`src/rtl/lmu_agen_pkg.sv`:
```
// Shared types for the strided local memory address generator.
package lmu_agen_pkg;
    // Tile phases: idle, armed waiting for the buffer flag, walking, releasing.
    typedef enum logic [1:0] {
        ST_IDLE = 2'd0,
        ST_WAIT = 2'd1,
        ST_RUN  = 2'd2,
        ST_DONE = 2'd3
    } gate_state_t;
endpackage

```
`src/rtl/lmu_tile_gate.sv`:
```
// Tile handshake controller.
// Accepts a start request only when idle and waits for the buffer flag that
// matches the tile direction. It then lets the walker step until it flags
// its final address, and pulses a release for one cycle.
// Assumes: walk_last is only meaningful while walking.
module lmu_tile_gate
    import lmu_agen_pkg::*;
(
    input  logic clk,
    input  logic rst_n,
    input  logic go_i,
    input  logic write_i,     // latched direction
    input  logic empty_cfg_i, // latched walk has no addresses
    input  logic not_empty_i,
    input  logic not_full_i,
    input  logic walk_last_i,
    output logic accept_o,
    output logic load_o,
    output logic step_o,
    output logic busy_o,
    output logic active_o,
    output logic release_o
);
    gate_state_t state_q, state_d;
    logic        flag_ok;

    // Pick the buffer flag that gates this tile's direction.
    always_comb flag_ok = write_i ? not_full_i : not_empty_i;

    // Next-state logic for the tile phases.
    always_comb begin
        state_d = state_q;
        unique case (state_q)
            ST_IDLE: if (go_i) state_d = ST_WAIT;
            ST_WAIT: if (flag_ok) state_d = empty_cfg_i ? ST_DONE : ST_RUN;
            ST_RUN:  if (walk_last_i) state_d = ST_DONE;
            ST_DONE: state_d = ST_IDLE;
            default: state_d = ST_IDLE;
        endcase
    end

    // State register with synchronous active-low reset.
    always_ff @(posedge clk) begin
        if (!rst_n) state_q <= ST_IDLE;
        else        state_q <= state_d;
    end

    // Control strobes derived from the current phase.
    always_comb begin
        accept_o  = (state_q == ST_IDLE) && go_i;
        load_o    = (state_q == ST_WAIT) && flag_ok && !empty_cfg_i;
        step_o    = (state_q == ST_RUN);
        active_o  = (state_q == ST_RUN);
        release_o = (state_q == ST_DONE);
        busy_o    = (state_q != ST_IDLE);
    end
endmodule

```
`src/rtl/lmu_stride_walk.sv`:
```
// Nested run/stride address counter.
// On load it starts at the given address with copy-1 runs remaining. Each
// step moves one word along the run, or to base+stride at the run's end.
// Assumes: len_i >= 1 and copy_i >= 1 whenever load_i is high.
// Address arithmetic wraps at 2^ADDR_W.
module lmu_stride_walk #(
    parameter int ADDR_W = 12,
    parameter int LEN_W  = 12,
    parameter int CNT_W  = 8
) (
    input  logic              clk,
    input  logic              rst_n,
    input  logic              load_i,
    input  logic              step_i,
    input  logic [ADDR_W-1:0] start_i,
    input  logic [LEN_W-1:0]  len_i,
    input  logic [CNT_W-1:0]  copy_i,
    input  logic [ADDR_W-1:0] stride_i,
    output logic [ADDR_W-1:0] addr_o,
    output logic [CNT_W-1:0]  runs_left_o,
    output logic              last_o
);
    localparam logic [LEN_W-1:0] LEN_ONE = LEN_W'(1);
    localparam logic [CNT_W-1:0] CNT_ONE = CNT_W'(1);

    logic [ADDR_W-1:0] addr_q, base_q;
    logic [LEN_W-1:0]  col_q;
    logic [CNT_W-1:0]  runs_q;
    logic              run_end;

    // Detect the last word of a run and of the whole walk.
    always_comb begin
        run_end = (col_q == len_i - LEN_ONE);
        last_o  = run_end && (runs_q == '0);
    end

    // Walk counters: word within run, run base, runs still to go.
    always_ff @(posedge clk) begin
        if (!rst_n) begin
            addr_q <= '0;
            base_q <= '0;
            col_q  <= '0;
            runs_q <= '0;
        end else if (load_i) begin
            addr_q <= start_i;
            base_q <= start_i;
            col_q  <= '0;
            runs_q <= copy_i - CNT_ONE;
        end else if (step_i && !last_o) begin
            if (run_end) begin
                addr_q <= base_q + stride_i;
                base_q <= base_q + stride_i;
                col_q  <= '0;
                runs_q <= runs_q - CNT_ONE;
            end else begin
                addr_q <= addr_q + ADDR_W'(1);
                col_q  <= col_q + LEN_ONE;
            end
        end
    end

    always_comb begin
        addr_o      = addr_q;
        runs_left_o = runs_q;
    end
endmodule

```
`src/rtl/lmu_addr_walker.sv`:
```
// Strided local memory address generator (top).
// Captures the walk parameters at an accepted start request. It waits for the
// buffer flag of the tile direction, streams one address per cycle with
// strobes, and pulses commit after the last address.
// Assumes: buffer depth is 2^ADDR_W words.
module lmu_addr_walker #(
    parameter int ADDR_W = 12,
    parameter int LEN_W  = 12,
    parameter int CNT_W  = 8
) (
    input  logic              clk,
    input  logic              rst_n,
    input  logic              go,
    input  logic              cfg_write,
    input  logic [ADDR_W-1:0] cfg_start,
    input  logic [LEN_W-1:0]  cfg_len,
    input  logic [CNT_W-1:0]  cfg_copy,
    input  logic [ADDR_W-1:0] cfg_stride,
    input  logic              buf_not_empty,
    input  logic              buf_not_full,
    output logic              busy,
    output logic [ADDR_W-1:0] addr,
    output logic              addr_valid,
    output logic              rd_en,
    output logic              wr_en,
    output logic [CNT_W-1:0]  runs_left,
    output logic              commit
);
    logic [ADDR_W-1:0] start_q, stride_q;
    logic [LEN_W-1:0]  len_q;
    logic [CNT_W-1:0]  copy_q;
    logic              write_q, empty_cfg;
    logic              accept, load, step, active, walk_last;

    // Hold the walk parameters for the whole tile.
    always_ff @(posedge clk) begin
        if (!rst_n) begin
            start_q  <= '0;
            stride_q <= '0;
            len_q    <= '0;
            copy_q   <= '0;
            write_q  <= 1'b0;
        end else if (accept) begin
            start_q  <= cfg_start;
            stride_q <= cfg_stride;
            len_q    <= cfg_len;
            copy_q   <= cfg_copy;
            write_q  <= cfg_write;
        end
    end

    // A walk with no words or no runs produces no address.
    always_comb empty_cfg = (len_q == '0) || (copy_q == '0);

    lmu_tile_gate u_gate (
        .clk         (clk),
        .rst_n       (rst_n),
        .go_i        (go),
        .write_i     (write_q),
        .empty_cfg_i (empty_cfg),
        .not_empty_i (buf_not_empty),
        .not_full_i  (buf_not_full),
        .walk_last_i (walk_last),
        .accept_o    (accept),
        .load_o      (load),
        .step_o      (step),
        .busy_o      (busy),
        .active_o    (active),
        .release_o   (commit)
    );

    lmu_stride_walk #(
        .ADDR_W (ADDR_W),
        .LEN_W  (LEN_W),
        .CNT_W  (CNT_W)
    ) u_walk (
        .clk         (clk),
        .rst_n       (rst_n),
        .load_i      (load),
        .step_i      (step),
        .start_i     (start_q),
        .len_i       (len_q),
        .copy_i      (copy_q),
        .stride_i    (stride_q),
        .addr_o      (addr),
        .runs_left_o (runs_left),
        .last_o      (walk_last)
    );

    // Output qualifiers and direction strobes.
    always_comb begin
        addr_valid = active;
        rd_en      = active && !write_q;
        wr_en      = active && write_q;
    end
endmodule

```
`config.mk`:
```
export PLATFORM = sky130hd
export DESIGN_NAME = lmu_addr_walker
export DESIGN_NICKNAME = d
export VERILOG_FILES = /design/src/rtl/lmu_agen_pkg.sv /design/src/rtl/lmu_tile_gate.sv /design/src/rtl/lmu_stride_walk.sv /design/src/rtl/lmu_addr_walker.sv
export SDC_FILE = /design/constraint.sdc
export NUM_CORES = 1
export LEC_CHECK = 0
export ABC_AREA = 1
export BUFFER_PORTS_ARGS = -buffer_cell sky130_fd_sc_hd__buf_2
export CAP_MARGIN = 20
export CORE_AREA = 2 2 117 119
export DETAILED_ROUTE_END_ITERATION = 10
export DIE_AREA = 0 0 119 121
export GPL_ROUTABILITY_DRIVEN = 0
export PLACE_DENSITY = 0.65
export SLEW_MARGIN = 20
export SYNTH_ARGS = -nofsm -noshare
export SYNTH_HDL_FRONTEND = slang
export SYNTH_HIERARCHICAL = 1
export SYNTH_SLANG_ARGS = --single-unit
```
`constraint.sdc`:
```
create_clock -name clk -period 6.85 [get_ports clk]
set_clock_uncertainty 0.15 [all_clocks]
set_input_delay 0.3425 -clock clk [delete_from_list [all_inputs] [get_ports clk]]
set_output_delay 0.3425 -clock clk [all_outputs]
set_load 0.01 [all_outputs]
```
==> qor.yml <==
status: "complete, no violations"
wl_per_cell_um: 13.23
use_met2_pct: 32.22
synth_cells: 936
design_area_um2: 6658
ctsResizeCount: 0
layout.nets: 1060
cts_num_sinks: 91
multi_input_area_um2: 3608
hold_class: "input port to flop"
drive_gt1_share_pct: 12.79
syn_area_per_cell_um2: 6.416
rsz0062_at_grt: "no"
synth_top_flop_cell: "dfxtp_1"
ant_nets: 0
maxSlewHeadroom_pct: 49.38
yosysUniqueCellTypes: 40
fillers: 1399
yosys.area.top_type_share_pct: 30.33
fmax_mhz: 315.3
start_util_pct: 45.90
grt_pass1_wl_um: 26020
synth-async-reset-ratio_pct: 0
internal-power_uw: 1415
start_kind: "flop"
synth_edf_count: 0
synth_fp_nets: 1007
grt_use_met1_pct: 33.60
place_hpwl_um: 11420
maxSlewViolCount: 0
ff_latch_area_um2: 1822
postRouteWirelength_um: 15470
worst_pin_slew_ns: 0.7593
synth_top_area_cell: "dfxtp_1"
layout_commonest_cell: "nand2_1"
grt_antenna_before_repair: 0
ctsHoldBuffers: 0
drt_iter0_markers: 426
postCtsSetupBuffers: 0
clockBufferDepth: 2
vias: 5859
crit_top_cell: "nor2_1"
required_ns: 6.99
placedInstanceArea_um2: 6360
dr.pass1.iters: 5
grt_pass1_vias: 5302
die_x_um: 119
io_pins: 75
final_cell_mix: "230 x nand2_1, 200 x nor2_1, 91 x dfxtp_1"
tns_ns: 0
die-height_um: 121
power_density_nw_per_um2: 390.9
critPathMaxFanout: 44
syn_area_um2: 6006
cp_slowest_cell: "dfxtp_1"
numCtsBuffers: 9
switching_share_pct: 45.62
synth_warnings: 6
synth_seq_cells: 91
fin_crit_ns: 3.172
crit_chain: "nor2_1, nand2_1, nor2_1, nand2_1, nand2_1, nor2_2, buf_4, inv_2, or2_2, o21ai_1, inv_1, nor4_1, xnor2_1, nor2_1, nor2_1"
power.sequential.fraction_pct: 31.3
setup_viol: 0
core_um2: 13090
clkPwrFrac_pct: 19.7
n_antenna_cell: 0
crit_type: "flop to flop"
ir_worst_vdd_uv: 180.0
p_sw_uw: 1187
design.die.area_um2: 14400
grtUsageTotal_pct: 22.28
crit_family: "simple AND/OR/NAND/NOR gates"
drcViolationCount: 0
finalHoldViolCount: 0
htreeDepth: 3
p_leak_uw: 0.003253
busiest_layer: "met1"
row_count: 42
clk_pin_slew_ns: 0.07
path_buf_inv: 3
max_cap_violations: 0
grt_max_degree: 73
p_comb_share_pct: 49.0
portBuffers: 74
synth.area.top_cells: "dfxtp_1 30%, nand2_1 14%, nor2_1 13%"
clkLatencyLatePin_ns: 0.35
root_buffer: "clkbuf_16"
syn2layout_area_growth_pct: 10.85
seq_area_frac_synth_pct: 30.33
cts_tree: "built"
grtUsageMet3_pct: 4.511
grt_overflow: 0
critPathArrivalTime_ns: 3.31
period_share_pct: 46.31
crit_path_end_kind: "flop"
routed_via_density: 5.012
cpPeakStageDelay_ns: 0.51
==> logic make-up after synthesis <==
family / Yosys count / synth area share [%]
and+or+nand+nor: 570 / 41.27
buffers and inverters: 118 / 9.625
AOI/OAI and AO/OA: 97 / 8.500
DFF: 91 / 30.33
xor gates and xnor gates: 35 / 5.104
adders and majority gates: 21 / 4.500
muxes: 4 / 0.6667
==> worst register-to-register path: stages, from the launching register on <==
cell and delay, ns:
dfxtp_1 0.51, nor2_1 0.09, nand2_1 0.09, nor2_1 0.05
nand2_1 0.06, nand2_1 0.07, nor2_2 0.10, buf_4 0.35
inv_2 0.40, or2_2 0.42, o21ai_1 0.12, inv_1 0.08
nor4_1 0.34, xnor2_1 0.16, nor2_1 0.06, nor2_1 0.08
==> worst paths after layout <==
kind	start	slack [ns]	endpoint	cells after the start
hold / removal	cfg_copy[2]	0.06	copy_q[2]	3
setup reg to reg	len_q[3]	3.68	u_walk/runs_left_o[7]	15
hold reg to reg	u_walk/base_q[10]	0.34	u_walk/base_q[10]	2
setup / recovery	len_q[3]	3.68	u_walk/runs_left_o[7]	15
==> Yosys cell counts, types with 2 or more instances <==
library cell and number:
nor2_1 201, a21oi_1 27, nor4_1 5, nor2_2 5, nand3_2 4, nand4_1 13
nor3_1 6, dfxtp_1 91, mux2i_1 4, nand2_4 4, o21bai_1 2, ha_1 20
nor2_4 5, buf_1 5, o21ai_1 13, buf_4 5, buf_6 14, nand2_1 230
or2_2 3, clkbuf_1 6, o21ai_0 50, inv_2 6, xor2_1 26, nand3_1 76
nand2_2 3, nand3b_1 12, buf_2 5, inv_1 75, xnor2_1 9
==> stage by stage <==
step	std cells	hold WS, ns	setup slack [ns]	util (%)	power, uW
after global routing	1169	0.06982	3.315	50.88	2848
after CTS	1169	0.05461	3.659	50.88	2607
after global placement	1154	0.3184	3.720	48.60	2078
final	1169	0.06353	3.678	50.88	2603
after floorplan	936	0.3031	4.504	-	1833
after detailed placement	1154	0.3273	3.664	48.60	2087
==> layer usage <==
layer	vias to the layer above	wire, um	share of wire (%)
li1	3091	-	-
met1	2610	8250	53
met2	150	6159	40
met3	8	953	6.2
met4	0	108	0.70
met5	-	0	0
==> flip-flops by register name (all words and copies together), names as in the netlist <==
signal	count
u_walk/col_q	12
u_gate/state_q	2
stride_q	12
len_q	12
write_q	1
u_walk/base_q	12
u_walk/runs_left_o	8
u_walk/addr_o	12
start_q	12
copy_q	8
==> cell type report <==
type	count	area share (%)
Multi-Input combinational cell	727	54.20
Sequential cell	91	27.36
Timing Repair Buffer	77	5.901
Inverter	83	4.755
Clock buffer	9	3.383
Tap cell	176	3.308
Clock inverter	6	1.090
==> power groups by stage <==
stage	clock (uW)	sequential, uW	combinational (uW)
final	512	814	1280
after global routing	543	836	1470
after CTS	522	814	1270
after detailed placement	0	826	1260
after global placement	0	822	1260
after floorplan	0	808	1030
Power figures use the tool's default switching activity.
